[config.mk]
export PLATFORM = sky130hd
export DESIGN_NAME = quad_ts_counter
export DESIGN_NICKNAME = d
export VERILOG_FILES = /design/src/rtl/qc_pkg.sv /design/src/rtl/qc_ratediv.sv /design/src/rtl/qc_filter.sv /design/src/rtl/qc_datapath.sv /design/src/rtl/qc_control.sv /design/src/rtl/quad_ts_counter.sv
export SDC_FILE = /design/constraint.sdc
export NUM_CORES = 1
export LEC_CHECK = 0
export ABC_AREA = 1
export BUFFER_PORTS_ARGS = -buffer_cell sky130_fd_sc_hd__buf_2
export CAP_MARGIN = 15
export CELL_PAD_IN_SITES_DETAIL_PLACEMENT = 0
export CELL_PAD_IN_SITES_GLOBAL_PLACEMENT = 2
export CORE_MARGIN = 2
export CORE_UTILIZATION = 34
export CTS_CLUSTER_DIAMETER = 100
export CTS_CLUSTER_SIZE = 28
export DETAILED_ROUTE_END_ITERATION = 16
export GPL_ROUTABILITY_DRIVEN = 0
export GPL_TIMING_DRIVEN = 0
export PLACE_DENSITY = 0.83
export SLEW_MARGIN = 20
export SYNTH_ARGS = -nofsm -noshare
export SYNTH_HDL_FRONTEND = slang
export SYNTH_SLANG_ARGS = --single-unit
export TNS_END_PERCENT = 30
[constraint.sdc]
create_clock -name clk -period 3.1 [get_ports clk]
set_clock_uncertainty 0.1 [all_clocks]
set_input_delay 0.155 -clock clk [delete_from_list [all_inputs] [get_ports clk]]
set_output_delay 0.155 -clock clk [all_outputs]
set_load 0.05 [all_outputs]
[src/rtl/qc_pkg.sv]
package qc_pkg;
  // control word bit positions (software decodes these)
  localparam int CTL_ERR     = 15;
  localparam int CTL_ABPOL   = 14;
  localparam int CTL_LONGF   = 11;
  localparam int CTL_UPDN    = 10;
  localparam int CTL_USEMASK = 9;
  localparam int CTL_MASKPOL = 8;
  localparam int CTL_GATE    = 7;
  localparam int CTL_ONCE    = 6;
  localparam int CTL_CLR     = 5;
  localparam int CTL_LAT     = 4;
  localparam int CTL_IPOL    = 3;
  localparam logic [15:0] CTL_WR_MASK = 16'h4FF8;

  // input lane indices
  localparam int IN_A    = 0;
  localparam int IN_B    = 1;
  localparam int IN_IDX  = 2;
  localparam int IN_MASK = 3;
  localparam int NUM_IN   = 4;
  localparam int NUM_FILT = 3;

  typedef struct packed {
    logic stepUp;
    logic stepDn;
    logic idxClear;
    logic idxLatch;
    logic setErr;
  } qcStrobe_t;
endpackage

[src/rtl/qc_ratediv.sv]
module qc_ratediv #(
  parameter int W = 12
) (
  input  logic         clk,
  input  logic         rstN,
  input  logic [W-1:0] divisor,
  output logic         tick
);
  logic [W-1:0] phase;
  logic         bypass;

  assign bypass = divisor[W-1];
  assign tick   = bypass | (phase >= divisor + W'(1));

  always_ff @(posedge clk or negedge rstN) begin
    if (!rstN)     phase <= '0;
    else if (tick) phase <= '0;
    else           phase <= phase + W'(1);
  end
endmodule

[src/rtl/qc_filter.sv]
module qc_filter #(
  parameter int SHORT_LEN = 3,
  parameter int LONG_LEN  = 15
) (
  input  logic clk,
  input  logic rstN,
  input  logic sampleEn,
  input  logic longMode,
  input  logic din,
  output logic dout
);
  localparam int RUN_W = $clog2(LONG_LEN + 1);

  logic [RUN_W-1:0] run;
  logic [RUN_W-1:0] runLimit;

  assign runLimit = longMode ? RUN_W'(LONG_LEN - 1) : RUN_W'(SHORT_LEN - 1);

  always_ff @(posedge clk or negedge rstN) begin
    if (!rstN) begin
      run  <= '0;
      dout <= 1'b0;
    end else if (sampleEn) begin
      if (din == dout) begin
        run <= '0;
      end else if (run >= runLimit) begin
        dout <= din;
        run  <= '0;
      end else begin
        run <= run + RUN_W'(1);
      end
    end
  end
endmodule

[src/rtl/qc_datapath.sv]
module qc_datapath
  import qc_pkg::*;
#(
  parameter int CNT_W  = 16,
  parameter int TS_W   = 16,
  parameter int RATE_W = 12
) (
  input  logic              clk,
  input  logic              rstN,
  input  logic [NUM_IN-1:0] rawIn,
  input  logic [RATE_W-1:0] filtRate,
  input  logic [TS_W-1:0]   tsDiv,
  input  logic              longFilt,
  input  logic              cntClear,
  input  qcStrobe_t         strobe,
  output logic [NUM_IN-1:0] syncIn,
  output logic [NUM_FILT-1:0] filtIn,
  output logic [CNT_W-1:0]  count,
  output logic [TS_W-1:0]   stamp,
  output logic [CNT_W-1:0]  latched
);
  logic [NUM_IN-1:0] meta;
  logic              sampleTick;
  logic              tsTick;
  logic [TS_W-1:0]   tsCount;
  logic              zeroCount;
  logic              stepAny;

  always_ff @(posedge clk or negedge rstN) begin
    if (!rstN) begin
      meta   <= '0;
      syncIn <= '0;
    end else begin
      meta   <= rawIn;
      syncIn <= meta;
    end
  end

  qc_ratediv #(.W(RATE_W)) uSampleDiv (
    .clk(clk), .rstN(rstN), .divisor(filtRate), .tick(sampleTick)
  );

  for (genvar i = 0; i < NUM_FILT; i++) begin : gFilt
    qc_filter uFilt (
      .clk(clk), .rstN(rstN), .sampleEn(sampleTick), .longMode(longFilt),
      .din(syncIn[i]), .dout(filtIn[i])
    );
  end

  qc_ratediv #(.W(TS_W)) uTsDiv (
    .clk(clk), .rstN(rstN), .divisor(tsDiv), .tick(tsTick)
  );

  always_ff @(posedge clk or negedge rstN) begin
    if (!rstN)       tsCount <= '0;
    else if (tsTick) tsCount <= tsCount + TS_W'(1);
  end

  assign zeroCount = cntClear | strobe.idxClear;
  assign stepAny   = strobe.stepUp | strobe.stepDn;

  always_ff @(posedge clk or negedge rstN) begin
    if (!rstN) begin
      count   <= '0;
      stamp   <= '0;
      latched <= '0;
    end else begin
      if (strobe.idxLatch) latched <= count;
      if (zeroCount) begin
        count <= '0;
      end else if (stepAny) begin
        count <= strobe.stepUp ? count + CNT_W'(1) : count - CNT_W'(1);
        stamp <= tsCount;
      end
    end
  end
endmodule

[src/rtl/qc_control.sv]
module qc_control
  import qc_pkg::*;
(
  input  logic                clk,
  input  logic                rstN,
  input  logic [NUM_FILT-1:0] filtIn,
  input  logic                maskIn,
  input  logic                ctlWrEn,
  input  logic [15:0]         ctlWrData,
  output qcStrobe_t           strobe,
  output logic [15:0]         ctlBits
);
  logic [15:0] ctlReg;
  logic        errFlag;
  logic        prevA, prevB, prevIdx;
  logic        fA, fB, fIdx;
  logic        aChg, bChg;
  logic        idxEdge, maskOk, gateOk, qualIdx, actIdx;

  assign fA   = filtIn[IN_A];
  assign fB   = filtIn[IN_B];
  assign fIdx = filtIn[IN_IDX];
  assign aChg = fA ^ prevA;
  assign bChg = fB ^ prevB;

  always_comb begin
    strobe = '0;
    if (ctlReg[CTL_UPDN]) begin
      if (fA & ~prevA) begin
        strobe.stepUp = fB;
        strobe.stepDn = ~fB;
      end
    end else begin
      if (aChg & bChg) begin
        strobe.setErr = 1'b1;
      end else if (aChg) begin
        strobe.stepUp = (fA != fB);
        strobe.stepDn = (fA == fB);
      end else if (bChg) begin
        strobe.stepUp = (fA == fB);
        strobe.stepDn = (fA != fB);
      end
    end
    idxEdge = ctlReg[CTL_IPOL] ? (fIdx & ~prevIdx) : (~fIdx & prevIdx);
    maskOk  = ~ctlReg[CTL_USEMASK] | (maskIn == ctlReg[CTL_MASKPOL]);
    gateOk  = ~ctlReg[CTL_GATE] | ((fA & fB) == ctlReg[CTL_ABPOL]);
    qualIdx = idxEdge & maskOk & gateOk;
    actIdx  = qualIdx & (ctlReg[CTL_CLR] | ctlReg[CTL_LAT]);
    strobe.idxClear = qualIdx & ctlReg[CTL_CLR];
    strobe.idxLatch = qualIdx & ctlReg[CTL_LAT];
  end

  always_ff @(posedge clk or negedge rstN) begin
    if (!rstN) begin
      prevA   <= 1'b0;
      prevB   <= 1'b0;
      prevIdx <= 1'b0;
      ctlReg  <= '0;
      errFlag <= 1'b0;
    end else begin
      prevA   <= fA;
      prevB   <= fB;
      prevIdx <= fIdx;
      if (strobe.setErr)                     errFlag <= 1'b1;
      else if (ctlWrEn && ctlWrData[CTL_ERR]) errFlag <= 1'b0;
      if (ctlWrEn) begin
        ctlReg <= ctlWrData & CTL_WR_MASK;
      end else if (actIdx && ctlReg[CTL_ONCE]) begin
        ctlReg[CTL_CLR] <= 1'b0;
        ctlReg[CTL_LAT] <= 1'b0;
      end
    end
  end

  always_comb begin
    ctlBits          = ctlReg;
    ctlBits[CTL_ERR] = errFlag;
  end
endmodule

[src/rtl/quad_ts_counter.sv]
module quad_ts_counter
  import qc_pkg::*;
#(
  parameter int CNT_W  = 16,
  parameter int TS_W   = 16,
  parameter int RATE_W = 12
) (
  input  logic                 clk,
  input  logic                 rstN,
  input  logic                 encA,
  input  logic                 encB,
  input  logic                 encIdx,
  input  logic                 idxMask,
  input  logic [RATE_W-1:0]    filtRate,
  input  logic [TS_W-1:0]      tsDiv,
  input  logic                 cntWrEn,
  input  logic                 ctlWrEn,
  input  logic [15:0]          ctlWrData,
  output logic [TS_W+CNT_W-1:0] countWord,
  output logic [CNT_W+15:0]    ctlWord
);
  qcStrobe_t           strobe;
  logic [15:0]         ctlBits;
  logic [NUM_IN-1:0]   rawIn, syncIn;
  logic [NUM_FILT-1:0] filtIn;
  logic [CNT_W-1:0]    count, latched;
  logic [TS_W-1:0]     stamp;

  assign rawIn = {idxMask, encIdx, encB, encA};

  qc_control uCtl (
    .clk(clk), .rstN(rstN), .filtIn(filtIn), .maskIn(syncIn[IN_MASK]),
    .ctlWrEn(ctlWrEn), .ctlWrData(ctlWrData), .strobe(strobe), .ctlBits(ctlBits)
  );

  qc_datapath #(.CNT_W(CNT_W), .TS_W(TS_W), .RATE_W(RATE_W)) uDp (
    .clk(clk), .rstN(rstN), .rawIn(rawIn), .filtRate(filtRate), .tsDiv(tsDiv),
    .longFilt(ctlBits[CTL_LONGF]), .cntClear(cntWrEn), .strobe(strobe),
    .syncIn(syncIn), .filtIn(filtIn), .count(count), .stamp(stamp), .latched(latched)
  );

  assign countWord = {stamp, count};
  assign ctlWord   = {latched, ctlBits[15:3], syncIn[IN_IDX], syncIn[IN_B], syncIn[IN_A]};
endmodule

# == Word-level counts from Yosys, hierarchy flattened ==
# Cells that the tools add are included.
# op_classes
magnitude_cmp,5
addsub,10
n_shift,0
n_reduce_logical,9
n_eq_ne,7
bitwise,29
mux,24
div_mod_pow,0
n_mul,0
# op_table
op,n
$add A16 B1 Y16 const B,4
$mux W16,4
$mux W4,7
$add A12 B1 Y12 const B,2
$ge A16 B16 Y1,1
$sub A16 B1 Y16 const B,1
$mux W2,7
$add A4 B1 Y4 const B,3
$ge A12 B12 Y1,1
$ge A4 B4 Y1,3
$mux W12,1
$and A1 B1 Y1,10
$not A1 Y1,10
$reduce_and A3 Y1,3
$or A1 B1 Y1,7
$eq A1 B1 Y1,6
$reduce_bool A2 Y1,3
$mux W1,5
$logic_and A1 B1 Y1,2
$reduce_and A2 Y1,1
$xor A1 B1 Y1,2
$ne A1 B1 Y1,1
# totals
word_cells,104
ramBits,0
input_bits,52
romBits,0
ff_bits,129
n_memories,0
latchBits,0

# == Depth between registers and ports, before layout ==
# logic_depth
ltp_word,9
mapped_depth,21
mapped_depth_nobuf,21

# == Modules after synthesis ==
# A second synthesis with hierarchy kept.
# unflattened
hier_cells,1047
area_unflattened_um2,8171.6
# modules_own_cells
module,cells_each,n_inst,area_per_inst_um2
qc_datapath,412,1,3604.7
qc_ratediv (uDp.uTsDiv),210,1,1561.5
qc_filter,57,3,387.9
qc_ratediv (uDp.uSampleDiv),158,1,1108.6
qc_control,96,1,733.2

# == Worst setup path after synthesis ==
# No wires, ideal clock.
# synth_timing
path_kind,input -> register
startpoint,input port tsDiv[2]
endpoint,register uDp.tsCount[13]
path_stages,18
setup_slack_ns,0.129
n_path_buf,1
arrival_ns,2.748
required_ns,2.876
cell_sequence,nand3_1 > nor3b_1 > nand2_1 > nor4_1 > nand2_1 > nor2_1 > nand4_1 > xor2_1 > ha_1 > nand2_1 > inv_1 > nand3_1 > nor3_1 > nand3_1 > nand3b_1 > clkbuf_1 > nand4_1 > xor2_1
# synth_between
elab_chain_len,3
# synth_lines
element,line,source
from (decl),quad_ts_counter.sv:15,"input logic [TS_W-1:0] tsDiv,"
$add A16 B1 Y16,qc_ratediv.sv:13,assign tick = bypass | (phase >= divisor + W'(1));
$ge A16 B16 Y1,qc_ratediv.sv:13,
$or A1 B1 Y1,qc_ratediv.sv:13,
to (signal assigned),qc_datapath.sv:56,else if (tsTick) tsCount <= tsCount + TS_W'(1);
to (decl),qc_datapath.sv:25,logic [TS_W-1:0] tsCount;
# Every way passes these cells.
# A chain may end at the register's enable or synchronous reset.

# == Final worst setup path ==
# layout_timing
startpoint,register uDp.gFilt[0].uFilt.dout
endpoint,register uDp.count[15]
# layout_between
elab_chain_len,8
# layout_lines
element,line,source
from (decl),qc_filter.sv:10,output logic dout
from (signal assigned),qc_filter.sv:27,dout <= din;
$eq A1 B1 Y1,"qc_control.sv:38, qc_control.sv:40",
$mux W2,qc_control.sv:39,end else if (bChg) begin
$mux W2,qc_control.sv:36,end else if (aChg) begin
$mux W2,qc_control.sv:34,if (aChg & bChg) begin
$mux W2,qc_control.sv:28,if (ctlReg[CTL_UPDN]) begin
$mux W16,qc_datapath.sv:72,count <= strobe.stepUp ? count + CNT_W'(1) : count - CNT_W'(1);
$mux W16,qc_datapath.sv:71,end else if (stepAny) begin
$mux W16,qc_datapath.sv:69,if (zeroCount) begin
to (signal assigned),qc_datapath.sv:72,
to (decl),qc_datapath.sv:18,"output logic [CNT_W-1:0] count,"
# Several ways; a longest one is shown, not always the timed one. The select of a mux whose other input is x is not followed.

==> metrics.yaml <==
run_status:
  status: "finished clean"
yosys:
  syn_avg_cell_area_um2: 8.17
  yosysUniqueCellTypes: 44
  synth-simple-area-share_pct: 23.3
  synth_xor_area_share_pct: 6.82
  synth_seq_cells: 129
  synth_flop_cell: "dfrtp_1"
  synthesis.area_mm2: 0.00756
  synth_edf_count: 0
  netlist_instances: 925
  yosys.area.top_type_share_pct: 42.7
  synthArstFlopShare_pct: 100
  synth_top_family_by_area: "simple AND/OR/NAND/NOR gates"
  yosysWarnings: 0
  synth-adder-area-share_pct: 8.11
  yosys-top-cells-area: "dfrtp_1, nand2_1, ha_1, inv_1, xor2_1"
  synth_mux_area_share_pct: 0.298
  synth_compound_area_share_pct: 10.5
  ys_seq_area_share_pct: 42.7
  yosys.area.top_type: "dfrtp_1"
clock_network:
  h-tree-depth: 4
  numClockSinks: 129
  insertion_delay_ns: 0.42
  cts_tree: "yes"
  ctsRootBufferMaster: "clkbuf_16"
  cts.clk_slew.worst_paths_ns: 0.06
  numCtsBuffers: 17
  max-clock-path-buffers: 2
power_and_ir_drop:
  p_switching_mw: 4.54
  ir_worst_vdd_v: 0.000662
  seq_power_share_pct: 27.0
  p_leak_nw: 4.73
  power_density_mw_per_mm2: 1010
  switching_share_pct: 48.2
  internal_power_mw: 4.88
  p_clk_share_pct: 22.2
  combinationalPowerShare_pct: 50.9
global_route:
  antenna_found_initial: 0
  grt_pass1_wl_um: 31800
  grt_usage_pct: 16.5
  grt_max_degree: 85
  grt_pass1_vias: 6376
  gr-total-overflow: 0
setup_path:
  worstPathArrival_ns: 3.03
  path_class: "reg2reg"
  start_kind: "register"
  worst_ep_required_time_ns: 3.30
  r2r_start: "uDp.gFilt[0].uFilt.dout"
  reg2reg_depth: 17
  startpoint: "uDp.gFilt[0].uFilt.dout"
  end_kind: "register"
  worstPathMaxFanout: 10
floorplanning:
  rows: 54
  start_util_pct: 34.6
  die_h_um: 153
  core_mm2: 0.0218
  boundaryPins: 116
  dieArea_mm2: 0.0234
  die_w_um: 153
timing:
  finalHoldViolations: 0
  post-route-period-util_pct: 91.3
  rsz0062_at_grt: "yes"
  min_period_ns: 2.83
  setup_tns_ns: 0
  max_slew.worst_pin.slew_ns: 0.633
  slew_headroom_pct: 57.6
  fmax_mhz: 353
  setup_viol: 0
  drv_slew: 0
route:
  drtPass1Iterations: 4
  drc: 0
  avgViaCountPerCell: 4.63
  wl_per_cell_um: 13.3
  drtIter0Drc: 308
  vias: 6337
  drtAntennaViolNets: 0
  wl_um: 18300
final_layout:
  syn2layout_area_growth_pct: 23.6
  drive_gt1_share_pct: 17.0
  nets: 1176
  multi_input_area_mm2: 0.00374
  nFillCells: 2231
  regArea_mm2: 0.00323
  stdcell_count: 1369
placement:
  dp.cells: 1314
  place_hpwl_um: 13600
  portBuffers: 107
min_path:
  hold_path.class: "in2reg"
  min_from: "ctlWrEn"
  holdPathStages: 2
run:
  max-cap-violations: 0
==> worst max-delay path, cell delays in order, from the launching register on <==
cell and delay, ns:
dfrtp_1 0.43, ha_1 0.32, inv_1 0.09, nand3_2 0.09, nand2_2 0.09, inv_4 0.06, a21boi_4 0.30, buf_2 0.29
ha_1 0.19, inv_1 0.09, nor2_1 0.17, nand2_1 0.07, nor2_1 0.10, nand2_1 0.08, nand2_1 0.07, nand2_1 0.04
nand3_1 0.06, nand2_1 0.06
==> synthesized netlist by cell type, types with 4 or more instances <==
library cell / count
nor3_1: 15
nor3b_1: 11
buf_4: 7
nand3b_1: 6
nor4_1: 5
buf_2: 4
nand4_1: 11
dfrtp_1: 129
ha_1: 49
clkbuf_1: 12
o41ai_1: 11
inv_1: 126
nand2_1: 209
xnor2_1: 15
xor2_1: 42
o21ai_0: 61
nand3_1: 53
o22ai_1: 9
nor2_1: 70
a21oi_1: 39
==> state kept, by name (all words and copies together) (netlist names) <==
register	flops
uDp.count	16
uDp.latched	16
uDp.stamp	16
uDp.tsCount	16
uDp.uTsDiv.phase	16
uDp.gFilt.uFilt.run	12
uDp.uSampleDiv.phase	12
uCtl.ctlReg	10
uDp.meta	4
uDp.syncIn	4
uDp.gFilt.uFilt.dout	3
uCtl.errFlag	1
uCtl.prevA	1
uCtl.prevB	1
uCtl.prevIdx	1
==> cell usage in the layout, fill, tap and decap left out, types with 5 or more instances in the layout <==
cell type      instances
nor3_1                14
o21ai_0               61
o22ai_1                9
ha_1                  49
clkbuf_16             17
buf_4                 14
dlygate4sd3_1         17
clkbuf_1               8
nand2_1              209
nand4_1               11
inv_1                126
a21oi_1               39
nor2_1                70
inv_6                  5
nor3b_1               10
o41ai_1               11
buf_2                110
xnor2_1               15
xor2_1                42
nand3b_1               6
dfrtp_1              129
nand3_1               53
==> layout make-up <==
type | count | area share [%]
Antenna cell | 1 | 0.0268
Timing Repair Buffer | 130 | 8.35
Inverter | 130 | 5.25
Multi-Input combinational cell | 643 | 40.1
Buffer | 24 | 1.54
Sequential cell | 129 | 34.5
Tap cell | 280 | 3.75
Clock inverter | 14 | 1.91
Clock buffer | 18 | 4.59
==> stage by stage <==
| step | utilization, % | hold slack (ns) | setup WS, ns | area (um2) | power, mW |
|---|---|---|---|---|---|
| 2_1_floorplan | - | -0.241 | 0.129 | 7560 | 6.17 |
| 6_report | 42.8 | 0.0367 | 0.268 | 9350 | 9.42 |
| 3_5_place_dp | 38.9 | -0.0227 | -0.766 | 8490 | 7.37 |
| 3_3_place_gp | 38.7 | 0.165 | -0.764 | 8450 | 7.35 |
| 5_1_grt | 42.8 | 0.0896 | -0.0180 | 9350 | 10.3 |
| 4_1_cts | 42.6 | 0.0168 | 0.0478 | 9290 | 9.54 |
==> what timing repair did <==
item                                   in CTS  in global routing
hold buffers                               17                  0
endpoints found under the hold margin     151                  0
gates resized for setup                     5                 13
pin swaps                                   1                  3
setup buffers                               1                  4
setup endpoints to repair                  29                 58
==> metal layers <==
| layer | routed length, um | global-route usage [%] | vias up |
|---|---|---|---|
| li1 | - | - | 3328 |
| met1 | 9120 | 23.1 | 2891 |
| met2 | 8210 | 25.8 | 97 |
| met3 | 673 | 3.49 | 21 |
| met4 | 263 | 4.94 | 0 |
| met5 | 0 | 0 | - |
==> power by group through the flow <==
stage	clock (mW)	combinational (mW)	sequential (mW)
after floorplan	0	2.83	3.35
final	2.09	4.79	2.54
after CTS	2.14	4.85	2.54
after global placement	0	4.78	2.57
after detailed placement	0	4.80	2.57
after global routing	2.23	5.44	2.62
==> path summary, 6_finish.rpt <==
kind                                                end  slack, ns
worst max register to register            uDp.count[15]       0.27
worst min-delay path                     uCtl.ctlReg[9]       0.04
max in group asynchronous                  uDp.count[7]       2.04
worst min register to register            uDp.syncIn[1]       0.25
worst max-delay path                      uDp.count[15]       0.27
min in group asynchronous       uDp.uSampleDiv.phase[0]       0.12
==> logic make-up (layout without fill, tap and decap cells) <==
| logic type | after synthesis | after routing |
|---|---|---|
| mux | 2 | 2 |
| other cells | 1 | 3 |
| simple gates | 394 | 394 |
| compound gates | 138 | 138 |
| flops | 129 | 129 |
| xor+xnor | 58 | 58 |
| fa+ha+maj | 49 | 49 |
| buf+inv | 154 | 316 |
Note: power is estimated with default switching activity, not from simulation.
